`src/rtl/charrow_pkg.sv`:
```
// Shared widths and entry layout for the character row pipeline.
// Assumes a 12-bit entry: code in the upper byte, attribute below it.
package charrow_pkg;
    timeunit 1ns; timeprecision 100ps;
    localparam int CODE_W  = 8;
    localparam int ATTR_W  = 4;
    localparam int ENTRY_W = CODE_W + ATTR_W;
    localparam int SUBL_W  = 3;
    localparam int PIX_W   = 8;
    localparam int ADDR_W  = CODE_W + SUBL_W;

    typedef struct packed {
        logic [CODE_W-1:0] code;
        logic [ATTR_W-1:0] attr;
    } cr_entry_t;
endpackage

```
`src/rtl/charrow_ring.sv`:
```
// One-hot row pointer that circulates over N rows.
// Assumes 'home' takes priority over 'step'; resets to row 0.
module charrow_ring #(
    parameter int N = 40
) (
    input  logic         clk,
    input  logic         rst_n,
    input  logic         home,
    input  logic         step,
    output logic [N-1:0] sel
);
    timeunit 1ns; timeprecision 100ps;

    // Rotate the single set bit one row per access.
    always_ff @(posedge clk) begin
        if (!rst_n || home) sel <= {{(N-1){1'b0}}, 1'b1};
        else if (step)      sel <= {sel[N-2:0], sel[N-1]};
    end

    a_r2_ptr_onehot: assert property (@(posedge clk) disable iff (!rst_n)
        $countones(sel) == 1);
    a_r2_ptr_home: assert property (@(posedge clk) disable iff (!rst_n)
        home |=> sel[0]);
endmodule

```
`src/rtl/charrow_linebuf.sv`:
```
// Line buffer of N entries addressed by a one-hot select.
// Assumes at most one select bit is set; the read is an AND-OR mux.
module charrow_linebuf #(
    parameter int N = 40,
    parameter int W = 12
) (
    input  logic         clk,
    input  logic         rst_n,
    input  logic [N-1:0] sel,
    input  logic         wr,
    input  logic [W-1:0] wdata,
    output logic [W-1:0] rdata
);
    timeunit 1ns; timeprecision 100ps;

    logic [W-1:0] mem [N];
    logic [N-1:0] wen;

    // Per-row write enable from the pointer.
    always_comb wen = sel & {N{wr}};

    // Store into the one selected row.
    always_ff @(posedge clk) begin
        for (int i = 0; i < N; i++)
            if (wen[i]) mem[i] <= wdata;
    end

    // Combine the selected row onto the read port.
    always_comb begin
        rdata = '0;
        for (int i = 0; i < N; i++)
            if (sel[i]) rdata = rdata | mem[i];
    end

    a_r3_single_row_write: assert property (@(posedge clk) disable iff (!rst_n)
        $onehot0(wen));
endmodule

```
`src/rtl/charrow_seq.sv`:
```
// Slot sequencer: waits the fine-scroll lead, then runs 8-dot slots.
// Slot k < COLS issues an access, and slot k in 1..COLS loads a pattern.
// Display runs from the first load until the slot after the last load.
module charrow_seq #(
    parameter int COLS = 40,
    localparam int CW = $clog2(COLS + 2)
) (
    input  logic          clk,
    input  logic          rst_n,
    input  logic          line_start,
    input  logic [2:0]    fine_scroll,
    output logic          access,
    output logic          load,
    output logic          disp,
    output logic [CW-1:0] col
);
    timeunit 1ns; timeprecision 100ps;

    localparam logic [CW-1:0] NCOL = CW'(COLS);
    localparam logic [CW-1:0] LAST = CW'(COLS + 1);

    logic       run;
    logic [2:0] lead;
    logic [2:0] ph;
    logic       tick, finish;

    // Decode the slot events from the phase and column.
    always_comb begin
        tick   = run && (lead == 3'd0);
        access = tick && (ph == 3'd0) && (col < NCOL);
        load   = tick && (ph == 3'd0) && (col != '0) && (col <= NCOL);
        finish = tick && (ph == 3'd0) && (col == LAST);
    end

    // Lead countdown, dot phase and column counters.
    always_ff @(posedge clk) begin
        if (!rst_n) begin
            run <= 1'b0; lead <= '0; ph <= '0; col <= '0;
        end else if (line_start) begin
            run <= 1'b1; lead <= fine_scroll; ph <= '0; col <= '0;
        end else if (run) begin
            if (lead != 3'd0)  lead <= lead - 3'd1;
            else if (finish)   run  <= 1'b0;
            else begin
                ph <= ph + 3'd1;
                if (ph == 3'd7) col <= col + 1'b1;
            end
        end
    end

    // Display window flag: opened by the first load, closed by finish.
    always_ff @(posedge clk) begin
        if (!rst_n || line_start || finish) disp <= 1'b0;
        else if (load)                      disp <= 1'b1;
    end

    a_r4_access_gap: assert property (@(posedge clk) disable iff (!rst_n)
        access |=> !access);
    a_r9_disp_opens_on_load: assert property (@(posedge clk) disable iff (!rst_n)
        $rose(disp) |-> $past(load));
endmodule

```
`src/rtl/charrow_pixel.sv`:
```
// Attribute hold stage, per-character colour pair and pixel shifter.
// Assumes 'load' comes one slot after the 'capture' of the same column.
module charrow_pixel
    import charrow_pkg::*;
(
    input  logic               clk,
    input  logic               rst_n,
    input  logic               capture,
    input  logic               load,
    input  logic               disp,
    input  logic               bitmap,
    input  cr_entry_t          entry_in,
    input  logic [ATTR_W-1:0]  bg_color,
    input  logic [PIX_W-1:0]   pat_data,
    output logic [ATTR_W-1:0]  pix_out
);
    timeunit 1ns; timeprecision 100ps;

    cr_entry_t         hold_q;
    logic [ATTR_W-1:0] c_one, c_zero;
    logic [PIX_W-1:0]  shreg;

    // One-slot hold for the entry while its pattern is fetched.
    always_ff @(posedge clk) begin
        if (!rst_n)       hold_q <= '0;
        else if (capture) hold_q <= entry_in;
    end

    // Colour pair, filled the same way the global colours are used.
    always_ff @(posedge clk) begin
        if (!rst_n) begin
            c_one <= '0; c_zero <= '0;
        end else if (load) begin
            if (bitmap) begin
                c_one  <= hold_q.code[CODE_W-1 -: ATTR_W];
                c_zero <= hold_q.code[ATTR_W-1:0];
            end else begin
                c_one  <= hold_q.attr;
                c_zero <= bg_color;
            end
        end
    end

    // Pattern shifter, MSB first, one bit per dot.
    always_ff @(posedge clk) begin
        if (!rst_n)    shreg <= '0;
        else if (load) shreg <= pat_data;
        else if (disp) shreg <= {shreg[PIX_W-2:0], 1'b0};
    end

    // Pixel colour select.
    always_comb pix_out = disp ? (shreg[PIX_W-1] ? c_one : c_zero) : bg_color;

    a_r7_hold_stable: assert property (@(posedge clk) disable iff (!rst_n)
        !capture |=> $stable(hold_q));
endmodule

```
`src/rtl/charrow_pipe.sv`:
```
// Top of the character row path: latches the line modes, keeps the
// line buffer, drives the pattern fetch address and the pixel output.
// Assumes CODE_W is wide enough to hold a column index.
module charrow_pipe
    import charrow_pkg::*;
#(
    parameter int COLS = 40
) (
    input  logic              clk,
    input  logic              rst_n,
    input  logic              line_start,
    input  logic              fetch_line,
    input  logic              bitmap_mode,
    input  logic [2:0]        fine_scroll,
    input  logic [2:0]        char_line,
    input  logic [3:0]        bg_color,
    input  logic [11:0]       mat_data,
    output logic              pat_req,
    output logic [10:0]       pat_addr,
    input  logic [7:0]        pat_data,
    output logic [3:0]        pix_out
);
    timeunit 1ns; timeprecision 100ps;

    localparam int CW = $clog2(COLS + 2);

    logic              fetch_q, bitmap_q;
    logic [SUBL_W-1:0] cline_q;
    logic              access, load, disp;
    logic [CW-1:0]     col;
    logic [COLS-1:0]   sel;
    logic [ENTRY_W-1:0] rdata;
    cr_entry_t         entry_now;

    // Sample the per-line mode inputs at the line start.
    always_ff @(posedge clk) begin
        if (!rst_n) begin
            fetch_q <= 1'b0; bitmap_q <= 1'b0; cline_q <= '0;
        end else if (line_start) begin
            fetch_q <= fetch_line; bitmap_q <= bitmap_mode; cline_q <= char_line;
        end
    end

    charrow_seq #(.COLS(COLS)) u_seq (
        .clk(clk), .rst_n(rst_n), .line_start(line_start),
        .fine_scroll(fine_scroll), .access(access), .load(load),
        .disp(disp), .col(col)
    );

    charrow_ring #(.N(COLS)) u_ring (
        .clk(clk), .rst_n(rst_n), .home(line_start), .step(access), .sel(sel)
    );

    charrow_linebuf #(.N(COLS), .W(ENTRY_W)) u_buf (
        .clk(clk), .rst_n(rst_n), .sel(sel), .wr(access && fetch_q),
        .wdata(mat_data), .rdata(rdata)
    );

    // Current entry: live matrix data on fetch lines, buffer otherwise.
    always_comb entry_now = fetch_q ? cr_entry_t'(mat_data) : cr_entry_t'(rdata);

    // Pattern request and address, unregistered.
    always_comb begin
        pat_req = access;
        if (bitmap_q) pat_addr = {{(CODE_W-CW){1'b0}}, col, cline_q};
        else          pat_addr = {entry_now.code, cline_q};
    end

    charrow_pixel u_pix (
        .clk(clk), .rst_n(rst_n), .capture(access), .load(load),
        .disp(disp), .bitmap(bitmap_q), .entry_in(entry_now),
        .bg_color(bg_color), .pat_data(pat_data), .pix_out(pix_out)
    );

    a_r12_modes_held: assert property (@(posedge clk) disable iff (!rst_n)
        !line_start |=> ($stable(fetch_q) && $stable(bitmap_q) && $stable(cline_q)));
endmodule

```
`config.mk`:
```
export PLATFORM = sky130hd
export DESIGN_NAME = charrow_pipe
export DESIGN_NICKNAME = d
export VERILOG_FILES = /design/src/rtl/charrow_pkg.sv /design/src/rtl/charrow_ring.sv /design/src/rtl/charrow_linebuf.sv /design/src/rtl/charrow_seq.sv /design/src/rtl/charrow_pixel.sv /design/src/rtl/charrow_pipe.sv
export SDC_FILE = /design/constraint.sdc
export NUM_CORES = 1
export LEC_CHECK = 0
export ABC_AREA = 1
export BUFFER_PORTS_ARGS = -buffer_cell sky130_fd_sc_hd__buf_2
export CORE_ASPECT_RATIO = 1.4
export CORE_MARGIN = 8
export CORE_UTILIZATION = 35
export DETAILED_ROUTE_END_ITERATION = 10
export PLACE_DENSITY_LB_ADDON = 0.2
export RECOVER_POWER = 25
export SLEW_MARGIN = 5
export SYNTH_ARGS = -nofsm -noshare
export SYNTH_HDL_FRONTEND = slang
export SYNTH_HIERARCHICAL = 1
export SYNTH_SLANG_ARGS = --single-unit
```
`constraint.sdc`:
```
create_clock -name clk -period 2.11 [get_ports clk]
set_clock_uncertainty 0.2 [all_clocks]
set_input_delay 0.422 -clock clk [delete_from_list [all_inputs] [get_ports clk]]
set_output_delay 0.422 -clock clk [all_outputs]
set_load 0.02 [all_outputs]
```
### Word level (Yosys, flattened, before mapping)

Memories as Yosys holds them, arrays and structs flattened.
Cells that the tools add are included.

* bits in registers: 87
* bits in latches: 0
* memory bits (writable): 480
* memory bits (read-only): 0
* input port bits: 35
* output and inout port bits: 16
* word-level logic and storage cells: 221
* memories kept: 1

* add/sub/neg operators: 3
* multipliers: 0
* divide/modulo/power cells: 0
* magnitude comparators: 2
* equality and inequality tests: 2
* shifts and indexed selects: 0
* multiplexer cells: 135
* bitwise operators: 43
* reduce and logical (&&, ||, !) cells: 21

Memory list
* u_buf.mem: words 40, bits a word 12, rd ports 40, clocked after memory_dff 0, write ports 40, RTL line charrow_linebuf.sv:16 `logic [W-1:0] mem [N];`

Operators by type and width (count)
* $mux W12: 41
* $or A12 B12 Y12: 39
* $mux W1: 84
* $and A40 B40 Y40: 1
* $mux W4: 4
* $mux W8: 2
* $mux W11: 1
* $mux W3: 3
* $logic_and A1 B1 Y1: 7
* $add A6 B1 Y6 const B: 1
* $eq A6 B6 Y1 const B: 1
* $le A6 B6 Y1 const B: 1
* $logic_not A3 Y1: 2
* $lt A6 B6 Y1 const B: 1
* $reduce_bool A2 Y1: 3
* $reduce_bool A6 Y1: 1
* $reduce_and A4 Y1: 1
* $add A3 B1 Y3 const B: 1
* $eq A3 B3 Y1 const B: 1
* $not A1 Y1: 3
* $reduce_and A3 Y1: 1
* $reduce_bool A3 Y1: 1
* $sub A3 B1 Y3 const B: 1
* $logic_or A1 B1 Y1: 2
* 3 further kinds: 3

### Longest topological paths before layout

Gate-level depths: netlist (run 1).

* word-level depth: 81
* mapped depth: 12
* gate-level depth less buffers: 11

### Hierarchy

Netlist (run 1), hierarchy kept.

Modules (own cells, without submodules)
* charrow_linebuf: instances 1, cells an instance 1492, area each 18577.8 µm², sequential area each 14413.8 µm²
* charrow_ring: instances 1, cells an instance 177, area each 1516.5 µm², sequential area each 800.8 µm²
* charrow_pixel: instances 1, cells an instance 199, area each 1295.0 µm², sequential area each 560.5 µm²
* charrow_seq: instances 1, cells an instance 131, area each 864.6 µm², sequential area each 280.3 µm²
* charrow_pipe: instances 1, cells an instance 96, area each 499.2 µm², sequential area each 100.1 µm²

### Worst setup path before layout (run 1)

OpenSTA, ideal clock, no wires.

* path kind: register to register
* start point: reg u_seq.ph[0]
* end point: mem u_buf.mem[0][0] (enable)
* library setup time: 344 ps
* arrival time: 2186 ps
* required time: 1566 ps
* path slack: -620 ps
* stages on the path, launching flop included: 10
* path buffers: 1
* period minus slack after synthesis: 2730 ps
* cells stage by stage: dfxtp_1 -> inv_1 -> ha_1 -> nand3_1 -> nor3_1 -> nand2_1 -> inv_1 -> buf_2 -> nand2_1 -> inv_1

RTL lines
* start: declaration: RTL line charrow_seq.sv:24 `logic [2:0] ph;`
* start signal: assignment: RTL line charrow_seq.sv:45 `ph <= ph + 3'd1;`
* end: declaration: RTL line charrow_linebuf.sv:16

### Worst setup path in the final report (run 1)

* start point: reg u_ring.sel[25]
* end point: out pat_addr[4]

* cells in the longest elaborated chain, start to end: 31

Ends and longest elaborated chain
* start: declaration: RTL line charrow_ring.sv:10 `output logic [N-1:0] sel`
* start signal: assignment: RTL line charrow_ring.sv:16 `if (!rst_n || home) sel <= {{(N-1){1'b0}}, 1'b1};`
* start signal: assignment: RTL line charrow_ring.sv:17 `else if (step) sel <= {sel[N-2:0], sel[N-1]};`
* $mux W12 *: RTL line charrow_linebuf.sv:32 `if (sel[i]) rdata = rdata | mem[i];`
* $or A12 B12 Y12: RTL line charrow_linebuf.sv:32
* $mux W12 *: RTL line charrow_linebuf.sv:32
* $or A12 B12 Y12: RTL line charrow_linebuf.sv:32
* $mux W12 *: RTL line charrow_linebuf.sv:32
* $or A12 B12 Y12: RTL line charrow_linebuf.sv:32
* $mux W12 *: RTL line charrow_linebuf.sv:32
* $or A12 B12 Y12: RTL line charrow_linebuf.sv:32
* [... 16 more ...]
* $mux W12 *: RTL line charrow_linebuf.sv:32
* $or A12 B12 Y12: RTL line charrow_linebuf.sv:32
* $mux W12 *: RTL line charrow_linebuf.sv:32
* $or A12 B12 Y12: RTL line charrow_linebuf.sv:32
* $mux W12 *: RTL line charrow_linebuf.sv:32
* net rdata[5]: RTL line charrow_pipe.sv:32 `logic [ENTRY_W-1:0] rdata;`
* $mux W12 *: RTL line charrow_pipe.sv:60 `always_comb entry_now = fetch_q ? cr_entry_t'(mat_data) : cr_entry_t'(rdata);`
* $mux W11 *: RTL line charrow_pipe.sv:65 `if (bitmap_q) pat_addr = {{(CODE_W-CW){1'b0}}, col, cline_q};`
* end: declaration: RTL line charrow_pipe.sv:19 `output logic [10:0] pat_addr,`

The timed path passes the listed nets; every way through them passes the cells marked *.

==> impl_metrics.toml, run 1 <==
[power]
power_density_nw_per_um2 = 748
peakVddDrop_mv = 0.809
power_leakage_nw = 12.1
design_power_total_mw = 23.1

[sta]
post-route-period-util = 1.36
finalWorstPathRequiredPeriod_ps = 2860
max_clock_freq_mhz = 349
timing_max_transition_violations_final = 0
final.setup.worst_slack_ps = -752
report.final.setup_viol = 454
finalHoldViolations = 0
worst-slew-pin-transition_ps = 1350
slew_headroom = 0.101
rsz0062_at_grt = "yes"

[clock_tree]
tritoncts_clock_tree = "yes"
ctsRootBufferMaster = "clkbuf_16"
clock_sink_count = 567
clock_path_buffers = 3
ctsHtreeMaxLevel = 2
clk_transition_reported_paths_ps = 60
clk-insertion-delay-late_ps = 620
cts_buffers = 54

[floorplanning]
floorplan.rows = 110
core_area_um2 = 64300
die-height_um = 318
start_util = 0.354
dieArea_um2 = 73500
num_io_pins = 51
die_span_in_x_um = 231

[layout]
fin_area_um2 = 30900
syn_to_final_growth_pct = 35.6
fill_cells = 5679
finalNetCount = 2525
instances_no_fill = 3366
post_route_cells_drive_above_1_share = 0.314
finish.utilization = 0.480

[placement]
inst_count_dp = 3130
globalplace.congestion = 0.871
placed_cell_area_um2 = 25500
post_dp_hpwl_um = 53500
portBuffers = 50

[setup_path]
cp.arrival_ps = 2240
worst-setup-path-type = "reg2out"
crit_fanout = 5
timing.critical_path.from_type = "register"
timing.critical_path.required_ps = 1490
end_kind = "output pin"

[detailed_routing]
routed_via_density = 4.97
drtIter0Drc = 1470
remaining_routing_drc_violations = 0
totalWireLength_um = 83700
detail_route.first_pass.iterations = 7
wl_per_cell_um = 24.9
dr_total_vias = 16733
detail-route-antenna-nets = 0

[synth]
yosys_warnings = 6
synth.yosys.seq_area_share = 0.710
synthesis.area_um2 = 22800
post_synth_num_cell_types = 27
syn-num-nets = 2138
synth_cells = 2095
post_synth.cell_area_avg_um2 = 10.9
postSynthRegisterBits = 567

[outcome]
violated_checks = "setup timing"
run_status = "complete, but fails checks"

[global_routing]
grt_antenna_before_repair = 1
track_usage = 0.222
first_global_vias = 16606
overflow = 0
grt_pass1_wl_um = 117000
largest_net_degree_at_the_start_of_global_routing = 42

[job]
max_cap_viol_count = 0

[min_path]
hold_class = "in2reg"
## synth_stat cells
cell	instances	area share
nand2_1	952	0.16
edfxtp_1	480	0.63
nor2_1	208	0.034
inv_1	95	0.016
dfxtp_1	87	0.077
buf_6	47	0.023
nand3_1	46	0.010
a21oi_1	37	0.0081
nand4_1	31	0.0085
nand2_2	17	0.0047
o21ai_0	15	0.0033
o21ai_1	14	0.0031
buf_2	13	0.0029
a21oi_2	12	0.0046
buf_4	10	0.0033
ha_1	8	0.0044
and2_1	6	0.0016
inv_2	6	0.00099
nor3_1	3	0.00066
buf_8	1	0.00066
clkbuf_1	1	0.00016
inv_8	1	0.00049
mux2i_1	1	0.00044
nand3_2	1	0.00044
nor2_2	1	0.00028
nor2_4	1	0.00049
xor2_1	1	0.00039
## layout by cell type, fill, tap and decap left out, drive strengths merged
| cell | count |
|---|---|
| a21oi | 49 |
| and2 | 6 |
| buf | 333 |
| bufinv | 6 |
| clkbuf | 80 |
| clkinv | 65 |
| clkinvlp | 16 |
| dfxtp | 87 |
| diode | 1 |
| dlygate4sd3 | 22 |
| edfxtp | 480 |
| ha | 8 |
| inv | 82 |
| mux2i | 1 |
| nand2 | 969 |
| nand3 | 47 |
| nand4 | 31 |
| nor2 | 210 |
| nor3 | 3 |
| o21ai | 29 |
| xor2 | 1 |
## where the power goes
part	switching, mW	internal, mW	leakage [nW]
clock	4.27	5.51	0.848
combinational	0.739	0.375	6.20
sequential	0.0319	12.1	5.05
## worst max-delay path, cell delays in order (launching register included)
cell and delay, ps:
dfxtp_4 360, buf_12 140, buf_12 130, nand2_1 50, nand4_1 160, nor2_1 180
nand3_2 130, inv_1 80, nand2_1 90, nand3_2 90, nand2_2 70, buf_6 130
## path summary, 6_finish.rpt
path | slack [ps] | cells past startpoint | start | to
worst max-delay path | -750 | 11 | u_ring/sel[25] | pat_addr[4]
worst min-delay path | 30 | 3 | line_start | u_seq/run
worst max register to register | -250 | 12 | u_seq/ph[0] | u_buf/mem[0][2]
worst min register to register | 270 | 2 | u_pix/shreg[0] | u_pix/shreg[0]
## kinds of logic (layout without fill, tap and decap cells)
family / count (synthesis) / count (layout) / share of synthesized area
adder cells (fa/ha/maj): 8 / 8 / 0.00440
XOR/XNOR: 1 / 1 / 0.000385
flip-flops: 567 / 567 / 0.710
AND/OR/NAND/NOR: 1266 / 1266 / 0.218
AO/OA/AOI/OAI: 78 / 78 / 0.0191
buffers and inverters: 174 / 604 / 0.0474
other: 0 / 1 / 0
multiplexers: 1 / 1 / 0.000440
## through the flow
step           worst slack (ps)  setup TNS, ps  hold slack [ps]
6_report                   -752         -67320             30.9
3_5_place_dp               -602         -85310              257
4_1_cts                    -729         -65730             12.7
3_3_place_gp               -587         -70870              250
2_1_floorplan             -37.2         -17850              236
5_1_grt                    -801         -95020             47.3
## timing repair
| item | 4_1_cts | 5_1_grt |
|---|---|---|
| setup buffers | 44 | 35 |
| hold endpoints to repair | 21 | 0 |
| pin swaps | 66 | 86 |
| gates resized for setup | 488 | 204 |
| gates cloned | 38 | 2 |
| endpoints found under the setup margin | 516 | 510 |
| hold buffers | 22 | 0 |
## registers in the layout (all words and copies together) (netlist names)
signal and cells:
u_buf/mem 480, u_seq/ph 3, u_seq/disp 1, u_pix/hold_q 12
u_pix/c_one 4, bitmap_q 1, u_pix/shreg 8, fetch_q 1
u_seq/col 6, u_seq/lead 3, u_seq/run 1, u_ring/sel 40
u_pix/c_zero 4, cline_q 3
## per-layer routing
metal,global-route usage,vias to the layer above,routed length [um],part of all wire
met1,0.258,8143,31100,0.37
met2,0.393,685,42500,0.51
met5,0,-,0,0
li1,-,7702,-,-
met4,0.118,0,5380,0.064
met3,0.0267,203,4690,0.056
## area by class of cell
cell class                 instances  area [um2]  share of cell area
timing repair buffer             368        3660               0.119
sequential                       567       16300               0.527
inverter                         102         848              0.0275
multi-input combinational       1354        6830               0.221
antenna                            1        2.50           0.0000811
clock buffer                      67        1420              0.0460
clock inverter                    32         319              0.0103
tap                              840        1050              0.0341
timing repair inverter            35         442              0.0143
Note: power is estimated with default switching activity, not from simulation.
==> run 2, diff against run 1 <==
CAP_MARGIN = 10   (was not set)
CORE_ASPECT_RATIO = 1.5   (was 1.4)
==> impl_metrics.toml, run 2 (synthesis gave the netlist of run 1 again) <==
[detailed_routing]
wl_per_cell_um = 25.6
totalWireLength_um = 86300
drtIter0Drc = 1395
remaining_routing_drc_violations = 0
routed_via_density = 4.98
dr_total_vias = 16813
detail_route.first_pass.iterations = 5
detail-route-antenna-nets = 0

[layout]
post_route_cells_drive_above_1_share = 0.302
register_name_with_the_most_flops = "u_buf/mem"
layout_commonest_cell = "nand2_1"
finalNetCount = 2501
largest_registers = "u_buf/mem (480), u_ring/sel (40), u_pix/hold_q (12)"
num_antenna_cells = 0
fin_area_um2 = 30600
finish.utilization = 0.476
largest_register_ffs = 480
syn_to_final_growth_pct = 34.6
top_library_cells_by_usage_in_the_layout_fill_and_taps_aside = "nand2_1 (833), edfxtp_1 (480), buf_4 (170)"

[setup_path]
timing.critical_path.from_type = "register"
crit_top_cell = "nand2_2"
end_kind = "output pin"
worst-setup-path-type = "reg2out"
crit_fanout = 6
cpPeakStageDelay_ps = 340
timing.critical_path.required_ps = 1490
slowest_stage = "dfxtp_2"
cp.arrival_ps = 2290
worstPathCellList = "buf_12, buf_6, nand2_2, nand4_1, nor2_2, nand3_2, inv_2, nand2_2, nand3_2, nand2_2, buf_6"

[global_routing]
grt_pass1_wl_um = 121000
track_usage = 0.230
grt_antenna_before_repair = 2
first_global_vias = 16890
overflow = 0
largest_net_degree_at_the_start_of_global_routing = 42

[min_path]
hold_class = "in2reg"

[outcome]
run_status = "complete, but fails checks"
violated_checks = "setup timing"

[clock_tree]
ctsRootBufferMaster = "clkbuf_16"
clock_path_buffers = 3
tritoncts_clock_tree = "yes"
clk-insertion-delay-late_ps = 610
clock_sink_count = 567
ctsHtreeMaxLevel = 2
clk_transition_reported_paths_ps = 70
cts_buffers = 54

[floorplanning]
dieArea_um2 = 73600
start_util = 0.354
num_io_pins = 51
die-height_um = 328
die_span_in_x_um = 224
floorplan.rows = 114
core_area_um2 = 64300

[sta]
worst_slack_on_hold_paths_ps = 51.1
setup-tns-final_ps = -80700
finalHoldViolations = 0
final.setup.worst_slack_ps = -797
finalWorstPathRequiredPeriod_ps = 2910
worst-slew-pin-transition_ps = 1420
rsz0062_at_grt = "yes"
timing_max_transition_violations_final = 0
slew_headroom = 0.0514
max_clock_freq_mhz = 344
report.final.setup_viol = 490
post-route-period-util = 1.38

[power]
power_leakage_nw = 11.9
power_density_nw_per_um2 = 753
peakVddDrop_mv = 0.687

[placement]
portBuffers = 50
placed_cell_area_um2 = 25500
post_dp_hpwl_um = 55300
place_worst_setup_slack_ps = -698
globalplace.congestion = 0.912

[job]
max_cap_viol_count = 0
-- run 2: changes by cell type in the layout (fill, tap and decap cells not counted), sizes merged --
cell         delta
inv             -7
clkbuf          +1
diode           -1
buf            -22
dlygate4sd3     -1
clkinvlp        +3
clkinv          +4
bufinv          -1
bufbuf          +1
-- run 2: cell type report --
cell class / instances / area [um2]
multi-input cells: 1354 / 6810
repair inverters: 37 / 430
clock inverters: 29 / 258
flip-flops and latches: 567 / 16300
inverters: 102 / 860
fillers: 5713 / 33700
repair buffers: 342 / 3460
clock buffers: 72 / 1470
well taps: 870 / 1090
-- run 2: timing repair --
action / CTS / global route
gates cloned: 44 / 2
resized for setup: 490 / 191
endpoints found under the setup margin: 545 / 551
hold buffers: 21 / 0
pin swaps: 88 / 73
buffers inserted: 40 / 24
endpoints found under the hold margin: 22 / 0
-- run 2: path summary, 6_finish.rpt --
kind | cells after the start | slack, ps | from | to
setup / recovery | 11 | -800 | u_ring/sel[22] | pat_addr[5]
hold / removal | 3 | 50 | line_start | u_seq/run
setup reg to reg | 13 | -290 | u_seq/ph[0] | u_buf/mem[0][5]
hold reg to reg | 2 | 260 | u_pix/shreg[0] | u_pix/shreg[0]
-- run 2: critical path, delay by kind of cell, from the launching register on --
kind / cells / cell delay [ps]
AND/OR/NAND/NOR: 7 / 880
flip-flops: 1 / 340
buffers and inverters: 4 / 460
-- run 2: routing by layer --
layer,global-route usage,wire (um),up-vias
li1,-,-,7647
met1,0.249,30200,8222
met3,0.0284,4920,236
met4,0.153,7320,2
met2,0.418,43800,706
met5,0,8,-
-- run 2: power breakdown --
group | switching (mW) | leakage (nW) | internal [mW]
Clock | 4.23 | 0.851 | 5.49
Sequential | 0.0350 | 5.04 | 12.2
Combinational | 0.770 | 6.00 | 0.384
-- run 2: metrics by stage --
stage               cells  power (mW)
finish               3373        23.1
global route         3373        23.6
global placement     3152        13.3
detailed placement   3152        13.3
floorplan            2095        12.8
CTS                  3353        23.1
==> run 3, diff against run 2 <==
SLEW_MARGIN = not set   (was 5)
clock period = 3.75 ns   (was 2.11 ns; I/O delays follow)
==> impl_metrics.toml, run 3 (synthesis gave the netlist of run 1 again) <==
[placement]
globalplace.congestion = 0.891
portBuffers = 50
post_dp_hpwl_um = 52100

[power]
power_density_nw_per_um2 = 502
peakVddDrop_mv = 0.394
design_power_total_mw = 12.8
power_leakage_nw = 9.96

[clock_tree]
ctsRootBufferMaster = "clkbuf_16"
cts_buffers = 53
clk-insertion-delay-late_ps = 610
ctsHtreeMaxLevel = 2
clk_transition_reported_paths_ps = 70
clock_sink_count = 567
cts.hold.buffers_added = 0
post-cts-setup-buffer-count = 0
tritoncts_clock_tree = "yes"
clock_path_buffers = 3

[setup_path]
worstRegToRegCells = 9
crit_fanout = 9
timing.critical_path.required_ps = 2800
crit-reg2reg-launch = "u_seq/ph[0]"
worstPathCellList = "buf_4, nand2_1, nand2_1, nor2_1, nand2_1, nor2_1, nand3_1, nand2_1, a21oi_1, buf_2"
regToRegEndpoint = "u_buf/mem[4][53]"
setup.reg_to_reg.worst_slack_ps = 740
slowest_stage = "dfxtp_1"
worst-setup-path-type = "reg2out"
end_kind = "output pin"
crit_top_cell = "nand2_1"
cp.arrival_ps = 2740
timing.critical_path.from_type = "register"
startpoint = "u_ring/sel[6]"
cpPeakStageDelay_ps = 520

[layout]
layout_commonest_cell = "nand2_1"
finalNetCount = 2224
largest_registers = "u_buf/mem (480), u_ring/sel (40), u_pix/hold_q (12)"
fill_cells = 6207
num_antenna_cells = 0
register_name_with_the_most_flops = "u_buf/mem"
post_route_cells_drive_above_1_share = 0.0953
top_library_cells_by_usage_in_the_layout_fill_and_taps_aside = "nand2_1 (951), edfxtp_1 (480), nor2_1 (206)"
largest_register_ffs = 480
syn_to_final_growth_pct = 12.2

[min_path]
worst_hold_path.num_cells = 3
hold_class = "in2reg"
hold_end = "cline_q[0]"
hp-start = "char_line[0]"

[sta]
setup-tns-final_ps = 0
max_clock_freq_mhz = 271
post-route-period-util = 0.985
worst_slack_on_hold_paths_ps = 177
rsz0062_at_grt = "no"
timing_max_transition_violations_final = 248
worst-slew-pin-transition_ps = 2430
finalWorstPathRequiredPeriod_ps = 3690
slew_headroom = -0.619
finalHoldViolations = 0
report.final.setup_viol = 0

[outcome]
run_status = "complete, but fails checks"
violated_checks = "capacitance limit, slew limit"

[floorplanning]
floorplan.rows = 114
die_span_in_x_um = 224
die-height_um = 328
core_area_um2 = 64300
dieArea_um2 = 73600
num_io_pins = 51
start_util = 0.354

[global_routing]
grt_antenna_before_repair = 1
track_usage = 0.207
largest_net_degree_at_the_start_of_global_routing = 41
first_global_vias = 15114
grt_pass1_wl_um = 109000
overflow = 0

[detailed_routing]
detail-route-antenna-nets = 0
wl_per_cell_um = 25.1
detail_route.first_pass.iterations = 5
dr_total_vias = 15433
remaining_routing_drc_violations = 0
drtIter0Drc = 1491
totalWireLength_um = 77600
routed_via_density = 4.99

[job]
max_cap_viol_count = 7
==> run 3: where the power goes <==
| part | leakage, nW | total [mW] | internal (mW) | switching [mW] |
|---|---|---|---|---|
| registers | 5.02 | 6.88 | 6.85 | 0.0221 |
| clock network | 0.841 | 5.50 | 3.07 | 2.43 |
| logic | 4.10 | 0.433 | 0.0867 | 0.346 |
| total | 9.96 | 12.8 | 10.0 | 2.79 |
==> run 3: metrics by stage <==
step           cell area, um2  setup slack [ps]  cells   util
2_1_floorplan           22800              1020   2095      -
3_3_place_gp            23800               468   2996  0.370
3_5_place_dp            23800               476   2996  0.370
4_1_cts                 25600              57.9   3094  0.398
5_1_grt                 25500              5.33   3094  0.397
6_report                25500              56.6   3094  0.397
==> run 3: area by class of cell <==
cell class / instances / area, um2 / share of cell area
clock buffers: 70 / 1450 / 0.0568
repair buffers: 103 / 618 / 0.0242
clock inverters: 28 / 290 / 0.0114
flip-flops and latches: 567 / 16200 / 0.633
multi-input cells: 1354 / 5540 / 0.217
inverters: 102 / 390 / 0.0153
well taps: 870 / 1090 / 0.0426
==> run 3: worst max-delay path: cells and delay by family, from the launching register on <==
kind                   cells  cell delay, ps
AND/OR/NAND/NOR            7            1060
flip-flops                 1             520
buffers and inverters      2             460
AO/OA/AOI/OAI              1              80
==> run 3: routing by layer <==
layer / GRT usage / wire [um] / vias to the layer above / share of wire
met3: 0.0230 / 4560 / 146 / 0.059
met2: 0.376 / 40100 / 610 / 0.52
met5: 0 / 0 / - / 0
met4: 0.107 / 4270 / 0 / 0.055
li1: - / - / 7039 / -
met1: 0.238 / 28600 / 7638 / 0.37
==> run 3: timing repair <==
item / CTS / global route
endpoints found under the hold margin: 0 / 0
gates resized for setup: 3 / 2
gates cloned: 0 / 0
setup endpoints to repair: 1 / 1
==> run 3: worst max path at each step <==
stage	to	slack (ps)	cells after the start
finish	pat_addr[9]	60	10
CTS	pat_addr[5]	60	12
global placement	pat_addr[5]	470	12
global route	pat_addr[8]	5	11
detailed placement	pat_addr[5]	480	12
floorplan	u_buf/mem[0][0]	1020	9
